===== src/rtl/addr_win_pkg.sv =====
package addr_win_pkg;

    localparam int DATA_W   = 32;
    localparam int PAGE_W   = 16;
    localparam int PAGE_LSB = 16;
    localparam int ATTR_W   = 8;
    localparam int SIZE_W   = 8;

    typedef struct packed {
        logic [SIZE_W-1:0] size;
        logic [ATTR_W-1:0] attr;
        logic              en;
    } win_ctrl_t;

    function automatic win_ctrl_t ctrl_from_word(input logic [DATA_W-1:0] w);
        win_ctrl_t c;
        c.en   = w[0];
        c.attr = w[15:8];
        c.size = w[23:16];
        return c;
    endfunction

    function automatic logic [DATA_W-1:0] ctrl_to_word(input win_ctrl_t c);
        return {8'h00, c.size, c.attr, 7'h00, c.en};
    endfunction

    function automatic logic page_match(input logic [PAGE_W-1:0] req_page,
                                        input logic [PAGE_W-1:0] base_page,
                                        input logic [SIZE_W-1:0] size);
        logic [PAGE_W-1:0] care;
        care = ~{{(PAGE_W-SIZE_W){1'b0}}, size};
        return ((req_page ^ base_page) & care) == '0;
    endfunction

endpackage


===== src/rtl/win_regfile.sv =====
module win_regfile
    import addr_win_pkg::*;
#(
    parameter int NUM_WIN = 8,
    localparam int IDX_W  = $clog2(NUM_WIN),
    localparam int AW     = IDX_W + 1
) (
    input  logic              clk,
    input  logic              rst,
    input  logic              cfg_wr,
    input  logic [AW-1:0]     cfg_addr,
    input  logic [DATA_W-1:0] cfg_wdata,
    output logic [DATA_W-1:0] cfg_rdata,
    output win_ctrl_t         ctrl_o [NUM_WIN],
    output logic [PAGE_W-1:0] base_page_o [NUM_WIN]
);

    logic [DATA_W-1:0] base_q [NUM_WIN];
    win_ctrl_t         ctrl_q [NUM_WIN];

    for (genvar i = 0; i < NUM_WIN; i++) begin : g_win
        logic sel;
        assign sel = cfg_wr && (cfg_addr[AW-1:1] == IDX_W'(i));

        always_ff @(posedge clk) begin
            if (rst) begin
                ctrl_q[i] <= '0;
                base_q[i] <= '0;
            end else if (sel) begin
                if (cfg_addr[0]) base_q[i] <= cfg_wdata;
                else             ctrl_q[i] <= ctrl_from_word(cfg_wdata);
            end
        end

        assign ctrl_o[i]      = ctrl_q[i];
        assign base_page_o[i] = base_q[i][PAGE_LSB +: PAGE_W];
    end

    always_comb begin
        cfg_rdata = '0;
        for (int i = 0; i < NUM_WIN; i++) begin
            if (cfg_addr[AW-1:1] == IDX_W'(i))
                cfg_rdata = cfg_addr[0] ? base_q[i] : ctrl_to_word(ctrl_q[i]);
        end
    end

    // a written word reads back (masked for control) in the next cycle
    assert_readback_R2: assert property (@(posedge clk) disable iff (rst)
        (cfg_wr && int'(cfg_addr[AW-1:1]) < NUM_WIN) |=>
            (!$stable(cfg_addr) || $past(cfg_wr && cfg_addr != cfg_addr) ||
             cfg_rdata == ($past(cfg_addr[0]) ? $past(cfg_wdata)
                                              : ($past(cfg_wdata) & 32'h00FF_FF01))));

endmodule


===== src/rtl/win_match.sv =====
module win_match
    import addr_win_pkg::*;
#(
    parameter int NUM_WIN = 8
) (
    input  logic [DATA_W-1:0] req_addr,
    input  win_ctrl_t         ctrl_i [NUM_WIN],
    input  logic [PAGE_W-1:0] base_page_i [NUM_WIN],
    output logic [NUM_WIN-1:0] hit_vec
);

    logic [PAGE_W-1:0] req_page;
    assign req_page = req_addr[PAGE_LSB +: PAGE_W];

    for (genvar i = 0; i < NUM_WIN; i++) begin : g_cmp
        assign hit_vec[i] = ctrl_i[i].en &&
                            page_match(req_page, base_page_i[i], ctrl_i[i].size);
    end

endmodule


===== src/rtl/win_prio.sv =====
module win_prio #(
    parameter int NUM_WIN = 8,
    localparam int IDX_W  = $clog2(NUM_WIN)
) (
    input  logic               clk,
    input  logic               rst,
    input  logic [NUM_WIN-1:0] hit_vec,
    output logic               any_hit,
    output logic               multi_hit,
    output logic [IDX_W-1:0]   win_idx
);

    always_comb begin
        win_idx = '0;
        for (int i = NUM_WIN - 1; i >= 0; i--) begin
            if (hit_vec[i]) win_idx = IDX_W'(i);
        end
    end

    assign any_hit   = |hit_vec;
    assign multi_hit = $countones(hit_vec) > 1;

    // the chosen window is itself a hit and no lower window hits
    assert_lowest_wins_R8: assert property (@(posedge clk) disable iff (rst)
        any_hit |-> (hit_vec[win_idx] &&
                     ((hit_vec & ((NUM_WIN'(1) << win_idx) - NUM_WIN'(1))) == '0)));

endmodule


===== src/rtl/addr_win_decoder.sv =====
module addr_win_decoder
    import addr_win_pkg::*;
#(
    parameter int NUM_WIN = 8,
    localparam int IDX_W  = $clog2(NUM_WIN),
    localparam int AW     = IDX_W + 1
) (
    input  logic              clk,
    input  logic              rst,
    input  logic              cfg_wr,
    input  logic [AW-1:0]     cfg_addr,
    input  logic [DATA_W-1:0] cfg_wdata,
    output logic [DATA_W-1:0] cfg_rdata,
    input  logic              req_valid,
    input  logic [DATA_W-1:0] req_addr,
    output logic              dec_valid,
    output logic              dec_hit,
    output logic              dec_miss,
    output logic              dec_multi,
    output logic [ATTR_W-1:0] dec_attr,
    output logic [IDX_W-1:0]  dec_idx
);

    win_ctrl_t         ctrl    [NUM_WIN];
    logic [PAGE_W-1:0] base_pg [NUM_WIN];
    logic [NUM_WIN-1:0] hit_vec;
    logic               any_hit, multi_hit;
    logic [IDX_W-1:0]   win_idx;

    win_regfile #(.NUM_WIN(NUM_WIN)) u_regs (
        .clk(clk), .rst(rst), .cfg_wr(cfg_wr), .cfg_addr(cfg_addr),
        .cfg_wdata(cfg_wdata), .cfg_rdata(cfg_rdata),
        .ctrl_o(ctrl), .base_page_o(base_pg)
    );

    win_match #(.NUM_WIN(NUM_WIN)) u_match (
        .req_addr(req_addr), .ctrl_i(ctrl), .base_page_i(base_pg), .hit_vec(hit_vec)
    );

    win_prio #(.NUM_WIN(NUM_WIN)) u_prio (
        .clk(clk), .rst(rst), .hit_vec(hit_vec),
        .any_hit(any_hit), .multi_hit(multi_hit), .win_idx(win_idx)
    );

    always_ff @(posedge clk) begin
        if (rst) begin
            dec_valid <= 1'b0;
            dec_hit   <= 1'b0;
            dec_miss  <= 1'b0;
            dec_multi <= 1'b0;
            dec_attr  <= '0;
            dec_idx   <= '0;
        end else begin
            dec_valid <= req_valid;
            dec_hit   <= req_valid && any_hit;
            dec_miss  <= req_valid && !any_hit;
            dec_multi <= req_valid && multi_hit;
            if (req_valid) begin
                dec_attr <= any_hit ? ctrl[win_idx].attr : '0;
                dec_idx  <= any_hit ? win_idx : '0;
            end
        end
    end

    assert_valid_follows_R9: assert property (@(posedge clk) disable iff (rst)
        req_valid |=> dec_valid);

    assert_valid_drops_R9: assert property (@(posedge clk) disable iff (rst)
        !req_valid |=> (!dec_valid && !dec_hit && !dec_miss && !dec_multi));

    assert_hit_xor_miss_R7: assert property (@(posedge clk) disable iff (rst)
        dec_valid |-> (dec_hit != dec_miss));

    assert_miss_zero_R7: assert property (@(posedge clk) disable iff (rst)
        dec_miss |-> (dec_attr == '0 && dec_idx == '0));

    assert_multi_needs_hit_R8: assert property (@(posedge clk) disable iff (rst)
        dec_multi |-> dec_hit);

endmodule


===== config.mk =====
export PLATFORM = sky130hd
export DESIGN_NAME = addr_win_decoder
export DESIGN_NICKNAME = d
export VERILOG_FILES = /design/src/rtl/addr_win_pkg.sv /design/src/rtl/win_regfile.sv /design/src/rtl/win_match.sv /design/src/rtl/win_prio.sv /design/src/rtl/addr_win_decoder.sv
export SDC_FILE = /design/constraint.sdc
export NUM_CORES = 1
export LEC_CHECK = 0
export ABC_AREA = 1
export BUFFER_PORTS_ARGS = -buffer_cell sky130_fd_sc_hd__buf_2
export CAP_MARGIN = 20
export CORE_ASPECT_RATIO = 0.75
export CORE_UTILIZATION = 28
export CTS_CLUSTER_DIAMETER = 100
export DETAILED_ROUTE_END_ITERATION = 16
export GPL_ROUTABILITY_DRIVEN = 0
export MAX_ROUTING_LAYER = met4
export PLACE_DENSITY_LB_ADDON = 0.15
export SLEW_MARGIN = 30
export SYNTH_ARGS = -nofsm -noshare
export SYNTH_HDL_FRONTEND = slang
export SYNTH_HIERARCHICAL = 1
export SYNTH_SLANG_ARGS = --single-unit

===== constraint.sdc =====
create_clock -name clk -period 5.97 [get_ports clk]
set_input_delay 1.194 -clock clk [delete_from_list [all_inputs] [get_ports clk]]
set_output_delay 1.194 -clock clk [all_outputs]
set_load 0.05 [all_outputs]

Yosys cells after proc, flatten, opt, wreduce, memory -nomap -nowiden
Memory sizes are Yosys's and may differ from the RTL's.
Index checks and enable logic that the tools add are counted.
{"block": "op_classes", "mux": 97, "n_bitwise": 41, "magnitude_cmp": 2, "n_reduce_logical": 30, "addsub": 7, "eq_ne": 7}
{"op": "2-to-1 mux 32 bit", "count": 24}
{"op": "2-to-1 mux 17 bit", "count": 8}
{"op": "AND 16 bit", "count": 8}
{"op": "zero test 16 bit", "count": 8}
{"op": "inverter 8 -> 16 bit", "count": 8}
{"op": "bitwise XOR 16 bit", "count": 8}
{"op": "adder 32 bit", "count": 3}
{"op": "2-to-1 mux 1 bit", "count": 52}
{"op": "binary-select mux 17 bit (select 3 bit)", "count": 1}
{"op": "greater-than comparator 32 x 2 -> 1 bit, second input constant", "count": 1}
{"op": "2-to-1 mux 3 bit", "count": 9}
{"op": "logical AND 1 bit", "count": 19}
{"op": "2-to-1 mux 9 bit", "count": 2}
{"op": "bitwise OR 1 bit", "count": 16}
{"op": "equality test 3 bit, second input constant", "count": 4}
{"op": "adder 1 x 1 -> 2 bit", "count": 4}
{"op": "2-to-1 mux 8 bit", "count": 1}
{"op": "OR reduction 8 bit", "count": 1}
{"op": "equality test 3 x 2 -> 1 bit, second input constant", "count": 2}
{"op": ">= comparator 4 bit, second input constant", "count": 1}
{"op": "inverter 3 -> 4 bit", "count": 1}
{"op": "equality test 3 x 1 -> 1 bit, second input constant", "count": 1}
{"op": "zero test 3 bit", "count": 1}
{"op": "zero test 1 bit", "count": 1}
{"block": "totals", "memories": 2, "register_bits": 15, "input_bits": 72, "output_inout_bits": 47, "ramBits": 392, "word_cells": 192}
{"name": "u_regs.base_q", "depth": 8, "word_bits": 32, "read_ports": 8, "rd_clocked_by_memory_dff": 0, "wr": 8, "line": "win_regfile.sv:18", "text": "logic [DATA_W-1:0] base_q [NUM_WIN];"}
{"name": "u_regs.ctrl_q", "depth": 8, "word_bits": 17, "read_ports": 8, "rd_clocked_by_memory_dff": 0, "wr": 8, "line": "win_regfile.sv:19", "text": "win_ctrl_t ctrl_q [NUM_WIN];"}

Depth between registers and ports, before layout
An unclocked memory read counts as a cell.
{"block": "depth", "ltp_word": 18, "mapped_depth": 26, "depth_no_buf": 23}

Hierarchy
The synthesis kept the hierarchy.
{"module": "win_regfile", "area_per_inst_um2": 18552.8, "seq_area_each_um2": 11771.3, "n_inst": 1, "cells_per_inst": 1906}
{"module": "win_match", "area_per_inst_um2": 2501.1, "seq_area_each_um2": 0.0, "n_inst": 1, "cells_per_inst": 556}
{"module": "addr_win_decoder", "area_per_inst_um2": 1248.7, "seq_area_each_um2": 300.3, "n_inst": 1, "cells_per_inst": 231}
{"module": "win_prio", "area_per_inst_um2": 262.8, "seq_area_each_um2": 0.0, "n_inst": 1, "cells_per_inst": 40}

Worst setup path before layout
OpenSTA, ideal clock, no wires.
{"block": "synth_timing", "kind": "input port to flip-flop", "start": "in cfg_addr[3]", "end": "mem u_regs.base_q[5][0] (netlist: u_regs/base_q[1][32]) (enable)", "cell_stages": 6, "arrival_time_ns": 4.219, "required_time_ns": 5.504, "n_path_buf": 2, "setup_ns": 0.466, "path_slack_ns": 1.285, "path_cell_list": "buf_2 > inv_2 > nor2_2 > inv_2 > clkbuf_1 > o21ai_0"}
{"element": "start: declaration", "line": "addr_win_decoder.sv:11", "text": "input logic [AW-1:0] cfg_addr,"}
{"element": "end: declaration", "line": "win_regfile.sv:18"}

Worst setup path after layout
{"block": "layout_timing", "start": "in req_addr[29]", "end": "reg dec_multi"}
{"block": "layout_via", "elab_chain_len": 9, "word_cells_on_any_way": 41, "classes_between": "add/sub: 7; order compare: 1; bitwise: 16; reduce/logical: 17"}
{"element": "start: declaration", "line": "addr_win_decoder.sv:15", "text": "input logic [DATA_W-1:0] req_addr,"}
{"element": "bitwise XOR 16 bit", "line": "addr_win_pkg.sv:32", "text": "return ((req_page ^ base_page) & care) == '0;"}
{"element": "AND 16 bit", "line": "addr_win_pkg.sv:32"}
{"element": "zero test 16 bit", "line": "addr_win_pkg.sv:32"}
{"element": "logical AND 1 bit", "line": "win_match.sv:16", "text": "assign hit_vec[i] = ctrl_i[i].en &&"}
{"element": "via hit_vec[0]", "line": "addr_win_decoder.sv:26", "text": "logic [NUM_WIN-1:0] hit_vec;"}
{"element": "adder 1 x 1 -> 2 bit (not written as such)", "line": "win_prio.sv:21", "text": "assign multi_hit = $countones(hit_vec) > 1;"}
{"element": "adder 32 bit (not written as such) (2 in a row)", "line": "win_prio.sv:21"}
{"element": "greater-than comparator 32 x 2 -> 1 bit", "line": "win_prio.sv:21"}
{"element": "via multi_hit", "line": "addr_win_decoder.sv:27", "text": "logic any_hit, multi_hit;"}
{"element": "logical AND 1 bit", "line": "addr_win_decoder.sv:57", "text": "dec_multi <= req_valid && multi_hit;"}
{"element": "end signal: assignment", "line": "addr_win_decoder.sv:57"}
{"element": "end: declaration", "line": "addr_win_decoder.sv:19", "text": "output logic dec_multi,"}
The timed path passes the listed nets, and every way through them passes these cells.
A chain may end at the register's enable or synchronous reset.

==> results.md <==
* CP max-delay cell: fa_1
* Worst-path clk slew at 60 ps
* Layout cell share with drive strength beyond 1 at 12.5%
* DRT Pass-1 Iters at 5
* Area Overhead vs Synth at 10.1%
* Drt drc at 0
* Layout Cells excl Fill at 3750
* CTS tree: built
* Slew @ Worst Pin at 920 ps
* Seq cells post-synth at 407
* Layout Skew at 20.4 ps
* Final min period at 4610 ps
* Crit-path cells: buf_2 > inv_1 > nand2_1 > nand2_1 > nor2_1 > nand2_1 > nor2_1 > nand2_1 > nor2_1 > fa_1 > inv_1 > fa_1 > fa_1 > inv_1 > ha_1 > fa_1 > a21oi_1 > nand2_1 > nand2_1 > nor2_1
* Largest area contributor in the netlist: edfxtp_1
* # IOs at 119
* H-Tree Depth at 2
* Clk_lat worst skew at 600 ps
* Clock root buffer master: clkbuf_16
* Die W at 330 um
* Detail Route Antenna Nets at 0
* Leakage at 10.7 nW
* Commonest cells post-synth: nand2_1, nor2_1, edfxtp_1
* Netlist Area Pre-Place at 22600 um^2
* Port bufs at 102
* Worst Hold Class: reg -> reg
* Overall Global Routing Usage at 20.7%
* WL final at 82.2 mm
* Synth Instances at 2733
* Initial antenna violation count at 1
* RSZ-0062 raised after global routing: false
* PD cells at 284 nW/um^2
* Crit end category: register
* Slew HR at 38.4%
* Top cells by area, synth: edfxtp_1, nand2_1, nor2_1
* CP dominant cell by count: nand2_1
* Inserted Clock Buffers at 46
* Vias in the first global route at 17.2k
* # hold bufs at CTS at 0
* Fin Setup TNS at 0 ps
* Syn. warnings at 6
* Mapped Nets at 2813
* Top-area cell type share of the netlist area at 52.2%
* IR drop worst, VDD at 0.000169 V
* Clk sinks at 407
* Async SR Flop Fraction at 0%
* Total number of vias at 17.8k
* DP Cell Count at 3668
* Drt wl/cell at 21.9 um
* Count leader, synth: nand2_1
* Post-CTS setup buffers at 0
* CP max stage delay at 500 ps
* Die Footprint at 81700 um^2
* Syn_area_per_cell at 8.26 um^2
* Row count at 89
* Worst path required time at 6450 ps
* Die height at 248 um
* Crit-path max FO at 12
* Sequential-to-total area share from yosys stat at 53.5%
* Setup violators final at 0
* Status: complete, no violations
* Top FF cell, synth: edfxtp_1
* Max Buffers Root-to-Sink at 3
* Post-cts resize count at 0
* Max Cap Viol at 0
* Final hold viol count at 0
* Overflow after GRT at 0
* First-pass GRT wire length at 118 mm
* Initial Util at 28.5%
* Hpwl dp at 52.1 mm
* Post-synth EDFFs at 392
* Max-slew violation count at 0
* Crit start category: primary input
* CORE AREA at 79200 um^2
* Layout Nets at 2750
* Number of diodes at 0
* Initial DRC count at 1706
* Fin crit share at 77.3%
* Fmax at 217 MHz
* Vias/cell at 4.75
* Synth unique cells at 35
* Largest net degree at the start of global routing at 90
* Worst setup path category: in -> reg
* Critical Path AT at 5100 ps
[path summary, 6_finish.rpt]
| path | start | endpoint | slack [ps] | cells past startpoint |
|---|---|---|---|---|
| max | req_addr[29] | dec_multi | 1360 | 20 |
| min | dec_idx[2] | dec_idx[2] | 480 | 2 |
| max reg2reg | u_regs/base_q[0][119] | dec_multi | 1850 | 17 |
| min reg2reg | dec_idx[2] | dec_idx[2] | 480 | 2 |
[critical path, delay by kind of cell]
family	cells	cell delay (ps)
AOI/OAI and AO/OA	1	130
buffers and inverters	4	530
and+or+nand+nor	10	1230
adders and majority gates	5	2010
[cells by family after synthesis]
logic type / synth area share, %
buffers and inverters: 10.8
AO/OA/AOI/OAI: 3.09
AND/OR/NAND/NOR: 31.1
XOR/XNOR: 0.932
flip-flops: 53.5
adder cells (fa/ha/maj): 0.577
[routing by layer]
| layer | up-vias | global-route usage [%] | share of wire, % |
|---|---|---|---|
| met5 | - | - | 0 |
| met4 | 0 | 4.85 | 2.1 |
| li1 | 8441 | - | - |
| met3 | 95 | 3.13 | 6.8 |
| met1 | 8717 | 29.9 | 49 |
| met2 | 569 | 30.1 | 42 |
[cell usage in the layout (no fill, tap or decap), types with 38 or more instances in the layout]
master	instances
nand2_1	876
nor2_1	538
edfxtp_1	392
inv_1	184
nand3_1	117
buf_2	101
buf_4	51
clkbuf_16	49
or2_2	41
a21oi_1	38
[stage by stage]
stage	total power [mW]	cell area, um^2	hold WS, ps	setup WS (ps)	util [%]
after detailed placement	4.29	23400	459	763	29.6
after CTS	7.15	24900	478	1360	31.4
after global placement	4.28	23400	457	757	29.6
after floorplan	4.02	22600	653	1290	-
after global routing	7.34	24900	519	1110	31.4
final	7.07	24900	475	1360	31.4
[cell type report]
class / count / area (um^2)
inverter: 204 / 771
fill: 8370 / 54300
tap: 1046 / 1310
multi-input combinational: 1852 / 8230
clock inverter: 13 / 118
timing repair buffer: 159 / 1020
sequential: 407 / 12100
clock buffer: 69 / 1330
[sequential cells by signal (all words and copies together) (netlist names)]
register and count:
u_regs/base_q 256, u_regs/ctrl_q 136, dec_attr 8, dec_idx 3
dec_hit 1, dec_miss 1, dec_multi 1, dec_valid 1
[where the power goes]
part           leakage (nW)  internal (mW)  switching [mW]
Sequential             3.88           3.30          0.0832
Clock                 0.696           1.62            1.22
Combinational          6.11          0.210           0.640
No activity file was read; power rests on OpenSTA's default activity.
